[src/rtl/quad_pos_counter.sv]
module quad_pos_counter #(
  parameter int CNT_W = 16
) (
  input  logic             clk,
  input  logic             rst_n,
  input  logic             en,
  input  logic [3:0]       mode,
  input  logic [CNT_W-1:0] reload,
  input  logic             ch_a,
  input  logic             ch_b,
  output logic [CNT_W-1:0] count,
  output logic             dir_down
);
  localparam logic [3:0] M_A  = 4'b0001;
  localparam logic [3:0] M_B  = 4'b0010;
  localparam logic [3:0] M_AB = 4'b0011;
  localparam logic [CNT_W-1:0] ONE = {{(CNT_W-1){1'b0}}, 1'b1};

  logic [1:0] a_sync, b_sync;
  logic       a_prev, b_prev;

  always_ff @(posedge clk) begin
    if (!rst_n) begin
      a_sync <= 2'b00;
      b_sync <= 2'b00;
      a_prev <= 1'b0;
      b_prev <= 1'b0;
    end else begin
      a_sync <= {a_sync[0], ch_a};
      b_sync <= {b_sync[0], ch_b};
      a_prev <= a_sync[1];
      b_prev <= b_sync[1];
    end
  end

  logic a_edge, b_edge, a_hit, b_hit, step, go_up;
  logic [CNT_W-1:0] up_val, dn_val;

  assign a_edge = a_sync[1] ^ a_prev;
  assign b_edge = b_sync[1] ^ b_prev;
  assign a_hit  = a_edge && !b_edge && (mode == M_A || mode == M_AB);
  assign b_hit  = b_edge && !a_edge && (mode == M_B || mode == M_AB);
  assign step   = en && (a_hit || b_hit);
  assign go_up  = a_hit ? (a_sync[1] != b_sync[1]) : (b_sync[1] == a_sync[1]);
  assign up_val = (count >= reload) ? '0 : count + ONE;
  assign dn_val = (count == '0) ? reload : count - ONE;

  always_ff @(posedge clk) begin
    if (!rst_n) begin
      count    <= '0;
      dir_down <= 1'b0;
    end else if (step) begin
      count    <= go_up ? up_val : dn_val;
      dir_down <= !go_up;
    end
  end
endmodule


[config.mk]
export PLATFORM = sky130hd
export DESIGN_NAME = quad_pos_counter
export DESIGN_NICKNAME = d
export VERILOG_FILES = /design/src/rtl/quad_pos_counter.sv
export SDC_FILE = /design/constraint.sdc
export NUM_CORES = 1
export LEC_CHECK = 0
export BUFFER_PORTS_ARGS = -buffer_cell sky130_fd_sc_hd__buf_4
export CORE_MARGIN = 3
export CORE_UTILIZATION = 55
export DETAILED_ROUTE_END_ITERATION = 6
export PLACE_DENSITY = 0.86
export SLEW_MARGIN = 20
export SYNTH_ARGS = -nofsm -noshare
export SYNTH_HDL_FRONTEND = slang
export SYNTH_SLANG_ARGS = --single-unit
[constraint.sdc]
create_clock -name clk -period 4.8 [get_ports clk]
set_input_delay 0.48 -clock clk [delete_from_list [all_inputs] [get_ports clk]]
set_output_delay 0.48 -clock clk [all_outputs]
set_load 0.05 [all_outputs]
Word-level counts from Yosys, hierarchy flattened
Index checks and enable logic that the tools add are counted.
{"block": "word_totals", "register_bits": 23, "inputBits": 25, "out_inout_bits": 17, "elab_cells": 32}
{"block": "classes", "addsub": 2, "magnitude_cmp": 1, "n_eq_ne": 5, "n_mux": 4, "bitwise_logic": 2, "reduce_logical": 12}
{"op": "two-way mux 16 bit", "n": 3}
{"op": "adder 16 x 1 -> 16 bit (second input constant)", "n": 1}
{"op": ">= comparator 16 bit", "n": 1}
{"op": "zero test 16 bit", "n": 1}
{"op": "subtractor 16 x 1 -> 16 bit (second input constant)", "n": 1}
{"op": "equality test 4 x 2 -> 1 bit (second input constant)", "n": 2}
{"op": "logical AND 1 bit", "n": 5}
{"op": "equality test 4 x 1 -> 1 bit (second input constant)", "n": 1}
{"op": "zero test 1 bit", "n": 3}
{"op": "logical OR 1 bit", "n": 3}
{"op": "bitwise XOR 1 bit", "n": 2}
{"op": "equality test 1 bit", "n": 1}
{"op": "two-way mux 1 bit", "n": 1}
{"op": "!= test 1 bit", "n": 1}

Depth between registers and ports, before layout
Gate-level depths: netlist of the first run.
{"block": "depth", "depth_word": 6, "mapped_depth": 11, "ltp_nobuf": 8}

Worst setup path after synthesis of the first run
No wires, ideal clock.
{"block": "synth_path", "path_kind": "reg-to-reg", "startpoint": "reg count[0]", "endpoint": "reg count[15]", "setup_time_ns": 0.074, "arrival_ns": 2.841, "t_required_ns": 4.726, "slack_ns": 1.884, "path_stages_with_launch": 10, "path_buffers": 1, "period_less_slack_ns": 2.916, "cell_sequence": "dfxtp_1 -> clkbuf_1 -> inv_1 -> ha_1 -> nand2b_4 -> a2111o_1 -> a311oi_2 -> nand3_2 -> or4_1 -> a31oi_1"}
{"block": "synth_between", "elab_chain_len": 3, "elab_cells_between_ends": 7, "cone_classes": "2 x add/sub; 1 x order compare; 3 x mux; 1 x reduce/logical"}
{"item": "start: declaration", "line_no": "11", "source": "output logic [CNT_W-1:0] count,"}
{"item": "start signal: assignment", "line_no": "53", "source": "count <= go_up ? up_val : dn_val;"}
{"item": "subtractor 16 x 1 -> 16 bit, or another cell as far along", "line_no": "46", "source": "assign dn_val = (count == '0) ? reload : count - ONE;"}
{"item": "two-way mux 16 bit (on tied branches)", "line_no": "46, 45"}
{"item": "two-way mux 16 bit (*)", "line_no": "53"}
Every way passes the cells marked *; elsewhere a longest branch is shown, timed or not.
A chain may end at the register's enable or synchronous reset.

Worst setup path in the final report of the first run
{"block": "layout_path", "startpoint": "reg count[0]", "endpoint": "reg count[6]"}
The elaborated chain is that of the path after synthesis.

==> summary.md, run 1 <==
| Metric | Value |
|---|---|
| Gp weighted congestion | `roughly 0.92` |
| Post-route ant nets | `0` |
| Setup-failing EPs final | `0` |
| Initial core utilization | `0.580` |
| Worst-margin pin slew | `~1000 ps` |
| CTS Buffer Depth | `2` |
| Setup TNS Final | `0 ps` |
| Io pins | `42` |
| H-tree depth | `1` |
| Vias in the first global route | `2158` |
| Nets | `approximately 380` |
| DPL Wire Length | `approximately 4600 um` |
| Drt total wl | `6320 um` |
| Fillers | `362` |
| Cells after Synth | `307` |
| Total congestion overflow | `0` |
| Ys Warns | `0` |
| Initial antenna violation count | `0` |
| R2R depth | `8` |
| Final slew viol count | `0` |
| Number of synthesized flops with an enable pin | `0` |
| Distinct cells, synth | `63` |
| Final hold viol count | `0` |
| DR vias/cell | `around 6.4` |
| Largest net degree at the start of global routing | `28` |
| Cts hold-fix bufs | `0` |
| CTS tree | `built` |
| Slew Limit Headroom | `0.332` |
| Port Buffer Count | `between 40 and 50` |
| Hold Crit Depth | `2` |
| R2R setup slack | `between 2000 and 2500 ps` |
| Min-Delay Path Class | `input pin to register` |
| Worst ir drop on vdd | `about 0.13 mV` |
| Post_cts resized | `0` |
| Clock skew | `around 11 ps` |
| Peak Freq | `between 300 and 400 MHz` |
| Num rows | `23` |
| Overall routing resource usage | `0.245` |
| Clock Latency Late Sink | `approximately 280 ps` |
| Syn_nets | `351` |
| Post-CTS setup buffers | `0` |
| Async set-or-reset flop fraction in the synthesized netlist | `0` |
| Vias | `approximately 2400` |
| Antenna cells | `0` |
| CTS clock-pin slew for the worst setup and hold paths | `roughly 100 ps` |
| RSZ-0062 raised after global routing | `no` |
| Synth Area per Inst | `7.72 um2` |
| Full die area | `approximately 5000 um2` |
| Cell Area, Synth | `~2400 um2` |
| Area Overhead vs Synth | `12.0%` |
| Flops & latches, synth | `23` |
| Number of CTS-inserted buffers | `3` |
| Post-layout min period | `approximately 2800 ps` |
| DR iter-0 viols | `between 200 and 250` |
| Startpoint Class | `register` |
| Leakage Power | `1.18 nW` |
| Worst Path Class, Setup | `register to register` |
| Status | `finished, final reports clean` |
| CTS sink count | `23` |
| Pwr Density | `~200 nW/um2` |
| First-pass GRT wire length | `10200 um` |
| Worst-path fanout max | `11` |
| Most common cell after layout, fill and taps aside | `buf_4` |
| Ys flop type | `dfxtp_1` |
| Most frequent cells in the layout | `buf_4 (44), nand2_1 (25), dfxtp_1 (23)` |
| Required @ worst endpoint | `around 5000 ps` |
| Worst path arrival time | `2970 ps` |
| Routed wire per std cell | `~17 um` |
| Width of the die | `between 70 and 80 um` |
| Share of layout cells above drive strength 1 | `0.197` |
| Residual DRC | `0` |
| Clock root cell | `clkbuf_8` |
| Max cap viols | `0` |
| Post-layout power | `0.532 mW` |
| Seq/Total Area, Yosys | `0.194` |
| TritonRoute pass-1 iters | `5` |
| Core area | `4090 um2` |
| Crit end category | `register` |
| Tcrit/Tclk final | `0.578` |
| Die Y | `roughly 72 um` |
==> cell usage after synthesis (4+ instances only) <==
| library cell | count | area (um2) |
|---|---|---|
| nand2_1 | 25 | 93.8 |
| dfxtp_1 | 23 | 460 |
| inv_1 | 22 | 82.6 |
| ha_1 | 19 | 238 |
| nand3_1 | 19 | 95.1 |
| nor2_1 | 19 | 71.3 |
| a21oi_1 | 15 | 75.1 |
| clkbuf_1 | 13 | 48.8 |
| nor3_1 | 13 | 65.1 |
| o21ai_0 | 12 | 60.1 |
| o211ai_1 | 11 | 82.6 |
| nand4_1 | 9 | 56.3 |
| and2_1 | 8 | 50.1 |
| mux2i_1 | 7 | 70.1 |
| nor3b_1 | 6 | 45.0 |
| and4_1 | 5 | 43.8 |
| buf_2 | 5 | 25.0 |
| a22oi_1 | 4 | 30.0 |
| buf_6 | 4 | 45.0 |
| nor2b_1 | 4 | 25.0 |
==> routing by layer <==
layer / vias up / part of all wire / global-route usage
li1: 1175 / - / -
met4: 0 / 0.020 / 0.0793
met1: 1124 / 0.44 / 0.347
met5: - / 0 / 0
met3: 16 / 0.083 / 0.0379
met2: 129 / 0.45 / 0.383
==> layout make-up <==
cell class              count  area (um2)  share of cell area
multi-input cells         237        1670               0.630
clock inverters             1        5.00             0.00189
repair buffers             44         330               0.124
inverters                  22        82.6              0.0311
flip-flops and latches     23         460               0.174
clock buffers               3        41.3              0.0156
well taps                  50        62.6              0.0236
==> logic make-up after synthesis <==
kind of cell	synth area share
adders and majority gates	0.100
xor gates and xnor gates	0.0222
AOI/OAI and AO/OA	0.208
buffers and inverters	0.0998
muxes	0.0486
and+or+nand+nor	0.327
DFF	0.194
==> flip-flops by register name, summed over array words and instances (netlist names) <==
name,count
a_sync,2
dir_down,1
a_prev,1
b_prev,1
b_sync,2
count,16
==> power by group <==
| part | total [mW] | internal [mW] | switching, mW |
|---|---|---|---|
| logic | 0.192 | 0.0787 | 0.113 |
| clock network | 0.133 | 0.0583 | 0.0747 |
| registers | 0.208 | 0.196 | 0.0115 |
| total | 0.532 | 0.333 | 0.199 |
==> per-stage QoR <==
step | std cells | hold slack [ps] | area, um2 | setup WS [ps] | util
final | 380 | 413 | 2650 | 2020 | 0.649
after global routing | 380 | 414 | 2650 | 1910 | 0.649
after CTS | 380 | 416 | 2650 | 2060 | 0.649
after detailed placement | 376 | 423 | 2610 | 2090 | 0.638
after global placement | 376 | 413 | 2610 | 2110 | 0.638
after floorplan | 307 | 412 | 2370 | 1880 | -
==> final timing paths <==
kind / from / endpoint
setup / recovery: count[0] / count[6]
hold / removal: ch_b / b_sync[0]
setup reg to reg: count[0] / count[6]
hold reg to reg: a_sync[0] / a_sync[1]
==> worst max-delay path: stages (launching register included) <==
cell and delay [ps]:
dfxtp_1 530, inv_1 140, ha_1 290, nand2b_4 130, a2111o_1 430, a311oi_2 280
and3_2 370, nand2_1 250, o211ai_1 260
Power figures use the tool's default switching activity.
==> inputs of run 2 (changes only) <==
--- a/config.mk
+++ b/config.mk
@@ -7,9 +7,9 @@
 export LEC_CHECK = 0
 export BUFFER_PORTS_ARGS = -buffer_cell sky130_fd_sc_hd__buf_4
 export CORE_MARGIN = 3
-export CORE_UTILIZATION = 55
+export CORE_UTILIZATION = 51
 export DETAILED_ROUTE_END_ITERATION = 6
-export PLACE_DENSITY = 0.86
+export PLACE_DENSITY = 0.84
 export SLEW_MARGIN = 20
 export SYNTH_ARGS = -nofsm -noshare
 export SYNTH_HDL_FRONTEND = slang
==> constraint.sdc (replaced) <==
create_clock -name clk -period 2.35 [get_ports clk]
set_input_delay 0.235 -clock clk [delete_from_list [all_inputs] [get_ports clk]]
set_output_delay 0.235 -clock clk [all_outputs]
set_load 0.05 [all_outputs]
==> summary.md, run 2 (synthesis results as in run 1) <==
| Metric | Value |
|---|---|
| Clock Latency Late Sink | `270 ps (about the same)` |
| Combinational Power Share | `0.414 (+0.054)` |
| Most frequent cells in the layout | `buf_4 (68), nand2_1 (24), inv_1 (21)` |
| Clock skew | `10.4 ps (-0.571 ps)` |
| Net Sw Frac | `0.361 (-0.0134)` |
| Worst setup path endpoint | `count[15]` |
| Num rows | `24 (+4.3%)` |
| Number of CTS-inserted buffers | `3 (unchanged)` |
| Slew Limit Headroom | `0.545 (+0.213)` |
| Residual DRC | `0 (unchanged)` |
| CTS tree | `built` |
| Area Overhead vs Synth | `21.2%` |
| Reg2reg end | `count[15]` |
| Post-route ant nets | `0 (unchanged)` |
| Worst path arrival time | `2440 ps (-530 ps)` |
| DPL Wire Length | `5460 um (+20%)` |
| CTS Buffer Depth | `2 (unchanged)` |
| Worst Path Class, Setup | `register to register` |
| Final hold viol count | `0 (unchanged)` |
| Largest registers | `count: 16 flops, a_sync: 2 flops, b_sync: 2 flops` |
| R2R setup slack | `100 ps (-1920 ps)` |
| Initial core utilization | `0.537 (-0.0430)` |
| R2R depth | `8 (unchanged)` |
| Crit end category | `register` |
| Clock Power Share | `0.222 (-0.028)` |
| Overall routing resource usage | `0.269 (+0.0231)` |
| Hold WS | `178 ps (-235 ps)` |
| Net Switching | `0.410 mW (+110%)` |
| Max reg flops | `16 (unchanged)` |
| Post-CTS setup buffers | `0 (unchanged)` |
| Worst ir drop on vdd | `0.235 mV (+77%)` |
| Status | `finished, final reports clean` |
| Vias | `2623 (+7.3%)` |
| Die Y | `74.2 um (+3.5%)` |
| DR vias/cell | `6.46 (+0.45%)` |
| Total congestion overflow | `0 (unchanged)` |
| Antenna cells | `0 (unchanged)` |
| Required @ worst endpoint | `2540 ps (-2450 ps)` |
| Port Buffer Count | `41 (unchanged)` |
| Routed wire per std cell | `17.7 um (+6.5%)` |
| CTS sink count | `23 (unchanged)` |
| Max cap viols | `0 (unchanged)` |
| Setup-failing EPs final | `0 (unchanged)` |
| Worst r2r src | `count[0]` |
| H-tree depth | `1 (unchanged)` |
| Seq pwr share | `0.364 (-0.026)` |
| Initial antenna violation count | `0 (unchanged)` |
| Critical path startpoint | `count[0]` |
| Drt total wl | `7190 um (+14%)` |
| Worst-path fanout max | `11 (unchanged)` |
| Most common cell after layout, fill and taps aside | `buf_4` |
| TritonRoute pass-1 iters | `6 (+1)` |
| Worst-margin pin slew | `680 ps (-319 ps)` |
| Gp weighted congestion | `1.00 (+8.3%)` |
| Post-layout min period | `2250 ps (-527 ps)` |
| Min-Delay Path Class | `input pin to register` |
| Internal power | `0.726 mW (+120%)` |
| Core area | `4410 um2 (+8.0%)` |
| Leakage Power | `1.32 nW (+12%)` |
| DR iter-0 viols | `401 (+73%)` |
| Nets | `399 (+6.4%)` |
| Startpoint Class | `register` |
| Tcrit/Tclk final | `0.957 (+0.378)` |
| Largest net degree at the start of global routing | `28 (unchanged)` |
| Most flops, register | `count` |
| First-pass GRT wire length | `11600 um (+13%)` |
| Setup TNS Final | `0 ps (unchanged)` |
| Width of the die | `74.2 um (+3.5%)` |
| Clock root cell | `clkbuf_8` |
| Peak Freq | `445 MHz (+23%)` |
| Full die area | `5500 um2 (+7.2%)` |
| Io pins | `42 (unchanged)` |
| Final slew viol count | `0 (unchanged)` |
| Share of layout cells above drive strength 1 | `0.266 (+0.0686)` |
| Vias in the first global route | `2440 (+13%)` |
| CTS clock-pin slew for the worst setup and hold paths | `80 ps (-20 ps)` |
| Pwr Density | `396 nW/um2 (+97%)` |
[run 2: layer usage]
| layer | share of wire | vias up | global-route usage |
|---|---|---|---|
| met5 | 0 | - | 0 |
| met2 | 0.48 | 142 | 0.439 |
| met4 | 0.017 | 0 | 0.0785 |
| met1 | 0.41 | 1242 | 0.365 |
| li1 | - | 1221 | - |
| met3 | 0.093 | 18 | 0.0419 |
[run 2: how the worst min path moves through the flow]
| stage | from | to | slack [ps] | cells past startpoint |
|---|---|---|---|---|
| floorplan | ch_a | a_sync[0] | 360 | 1 |
| global placement | b_sync[0] | b_sync[1] | 410 | 1 |
| detailed placement | b_sync[0] | b_sync[1] | 420 | 1 |
| CTS | ch_b | b_sync[0] | 170 | 2 |
| global route | ch_b | b_sync[0] | 190 | 2 |
| finish | ch_a | a_sync[0] | 180 | 2 |
[run 2: area by class of cell]
cell class,instances,area (um2)
Sequential cell,23,467
Multi-Input combinational cell,237,1700
Clock buffer,4,45.0
Inverter,22,85.1
Tap cell,52,65.1
Fill cell,395,1540
Timing Repair Buffer,68,510
[run 2: worst max-delay path, stage by stage (launching register included)]
cell	delay (ps)
dfxtp_4	430
inv_4	60
ha_4	200
nand2b_4	130
a2111o_1	370
a311oi_2	290
nand3_2	120
or4_1	420
a31oi_1	160
[run 2: repair_timing]
item,in CTS,in global routing
hold buffers,0,0
hold endpoints to repair,0,0
resized for setup,0,3
setup endpoints to repair,0,9
[run 2: per-stage QoR]
stage               instances   util  power [mW]  worst slack, ps  area [um2]
finish                    406  0.651        1.14              102        2870
floorplan                 307      -       0.741            -4.01        2400
global route              406  0.651        1.20            -8.59        2870
global placement          402  0.637       0.866              130        2810
CTS                       406  0.647        1.13             29.3        2860
detailed placement        402  0.637       0.878             48.0        2810
[run 2: power groups by stage]
stage                     combinational [mW]  clock, mW  sequential [mW]
after detailed placement               0.457          0            0.421
after global placement                 0.445          0            0.421
after CTS                              0.459      0.258            0.412
final                                  0.471      0.252            0.413
after global routing                   0.508      0.275            0.414
after floorplan                        0.298          0            0.443
==> inputs of run 3 (changes only) <==
==> constraint.sdc (replaced) <==
create_clock -name clk -period 2.35 [get_ports clk]
set_input_delay 0.3525 -clock clk [delete_from_list [all_inputs] [get_ports clk]]
set_output_delay 0.3525 -clock clk [all_outputs]
set_load 0.05 [all_outputs]
==> summary.md, run 3 (synthesis results as in run 1) <==
| Metric | Value |
|---|---|
| Width of the die | `74.2 um (unchanged)` |
| Worst ir drop on vdd | `0.260 mV (+11%)` |
| Final slew viol count | `0 (unchanged)` |
| TritonRoute pass-1 iters | `5 (-1)` |
| Final Worst Setup Slack | `125 ps (+22.5 ps)` |
| Overall routing resource usage | `0.272 (+0.00302)` |
| Register area | `467 um2 (unchanged)` |
| Largest net degree at the start of global routing | `28 (unchanged)` |
| Setup TNS Final | `0 ps (unchanged)` |
| Nets | `399 (unchanged)` |
| Core area | `4410 um2 (unchanged)` |
| DR vias/cell | `6.28 (-2.8%)` |
| Clock Latency Late Sink | `270 ps (about the same)` |
| Io pins | `42 (unchanged)` |
| Post-route ant nets | `0 (unchanged)` |
| CTS clock-pin slew for the worst setup and hold paths | `90 ps (about the same)` |
| Slew Limit Headroom | `0.654 (+0.110)` |
| Multi-input logic area | `1700 um2 (-0.15%)` |
| Residual DRC | `0 (unchanged)` |
| Status | `finished, final reports clean` |
| Total congestion overflow | `0 (unchanged)` |
| Worst-path fanout max | `9 (-2)` |
| Most flops, register | `count` |
| Die Y | `74.2 um (unchanged)` |
| Post-layout power | `1.15 mW (+1.1%)` |
| Vias | `2549 (-2.8%)` |
| Routed wire per std cell | `17.5 um (-1.3%)` |
| CTS Buffer Depth | `2 (unchanged)` |
| Post-layout min period | `2230 ps (-22.5 ps)` |
| Leakage Power | `1.33 nW (+1.1%)` |
| CTS sink count | `23 (unchanged)` |
| First-pass GRT wire length | `11600 um (unchanged)` |
| Fillers | `389 (-1.5%)` |
| Full die area | `5500 um2 (unchanged)` |
| Setup WS pre-CTS | `-0.145 ps (-48.1 ps)` |
| DPL Wire Length | `5480 um (+0.28%)` |
| Antenna cells | `0 (unchanged)` |
| Clock root cell | `clkbuf_8` |
| Placed Area | `2840 um2 (+0.89%)` |
| Cts hold-fix bufs | `0 (unchanged)` |
| CTS tree | `built` |
| Required @ worst endpoint | `2540 ps (about the same)` |
| Port Buffer Count | `41 (unchanged)` |
| Drt total wl | `7100 um (-1.3%)` |
| Clock skew | `7.98 ps (-2.38 ps)` |
| Num rows | `24 (unchanged)` |
| Share of layout cells above drive strength 1 | `0.266 (unchanged)` |
| RSZ-0062 raised after global routing | `no` |
| Startpoint Class | `register` |
| Most common cell after layout, fill and taps aside | `buf_4` |
| Post-layout instance area | `2900 um2 (+0.83%)` |
| R2R setup slack | `120 ps (+20 ps)` |
| Most frequent cells in the layout | `buf_4 (66), nand2_1 (25), inv_1 (21)` |
| DR iter-0 viols | `412 (+2.7%)` |
| Number of CTS-inserted buffers | `3 (unchanged)` |
| Initial core utilization | `0.537 (unchanged)` |
| Initial antenna violation count | `0 (unchanged)` |
| Peak Freq | `449 MHz (+1.0%)` |
| Largest registers | `count: 16 flops, a_sync: 2 flops, b_sync: 2 flops` |
| Gp weighted congestion | `0.970 (-3.2%)` |
| Tcrit/Tclk final | `0.947 (-0.00957)` |
| Crit end category | `register` |
| Final hold viol count | `0 (unchanged)` |
| Max cap viols | `0 (unchanged)` |
| Max reg flops | `16 (unchanged)` |
| Min-Delay Path Class | `input pin to register` |
| H-tree depth | `1 (unchanged)` |
| Worst path arrival time | `2420 ps (-20 ps)` |
| Area Overhead vs Synth | `22.2%` |
| Vias in the first global route | `2342 (-4.0%)` |
| Setup-failing EPs final | `0 (unchanged)` |
| Pwr Density | `397 nW/um2 (+0.29%)` |
| Worst-margin pin slew | `516 ps (-164 ps)` |
| Hold WS | `289 ps (+110 ps)` |
| Worst Path Class, Setup | `register to register` |
## run 3: cell types whose count changed in the layout (fill, tap and decap cells not counted)
cell / change
clkinv_2: +1
buf_4: -2
nand2_1: +1
buf_12: +2
nand2_2: -1
clkbuf_1: -1
## run 3: repair_timing
action                                  4_1_cts  5_1_grt
gates resized for setup                       0        2
endpoints found under the setup margin        0       10
buffers inserted                              0        0
## run 3: worst max-delay path, cell delays in order, from the launching register on
cell and delay, ps:
dfxtp_4 360, inv_4 60, ha_4 180, nand2b_4 120, a2111o_1 380, a311oi_2 310
and3_4 290, nand2_1 190, o211ai_1 250
## run 3: final cells by class
class / count / area share
inverter: 22 / 0.0294
clock inverter: 1 / 0.00173
tap: 52 / 0.0225
timing repair buffer: 68 / 0.185
clock buffer: 3 / 0.0143
sequential: 23 / 0.161
multi-input combinational: 237 / 0.586
## run 3: worst paths after layout
| kind | start | end | cells past startpoint |
|---|---|---|---|
| setup / recovery | count[0] | count[7] | 8 |
| hold / removal | ch_b | b_sync[0] | 2 |
| setup reg to reg | count[0] | count[7] | 8 |
| hold reg to reg | b_sync[0] | b_sync[1] | 1 |
## run 3: layer usage
layer  up-vias  track usage  routed length [um]
met5         -            0                   0
met4         0        0.103                 140
met3        14       0.0419                 681
met2       137        0.441                3370
met1      1173        0.363                2900
li1       1225            -                   -
## run 3: stage by stage
stage	util	cells
floorplan	-	307
global placement	0.643	402
detailed placement	0.643	402
CTS	0.653	406
global route	0.656	406
finish	0.656	406
## run 3: report_power, final
group / total [mW] / internal, mW / switching [mW]
Sequential: 0.411 / 0.400 / 0.0110
Combinational: 0.481 / 0.216 / 0.265
Clock: 0.257 / 0.119 / 0.138
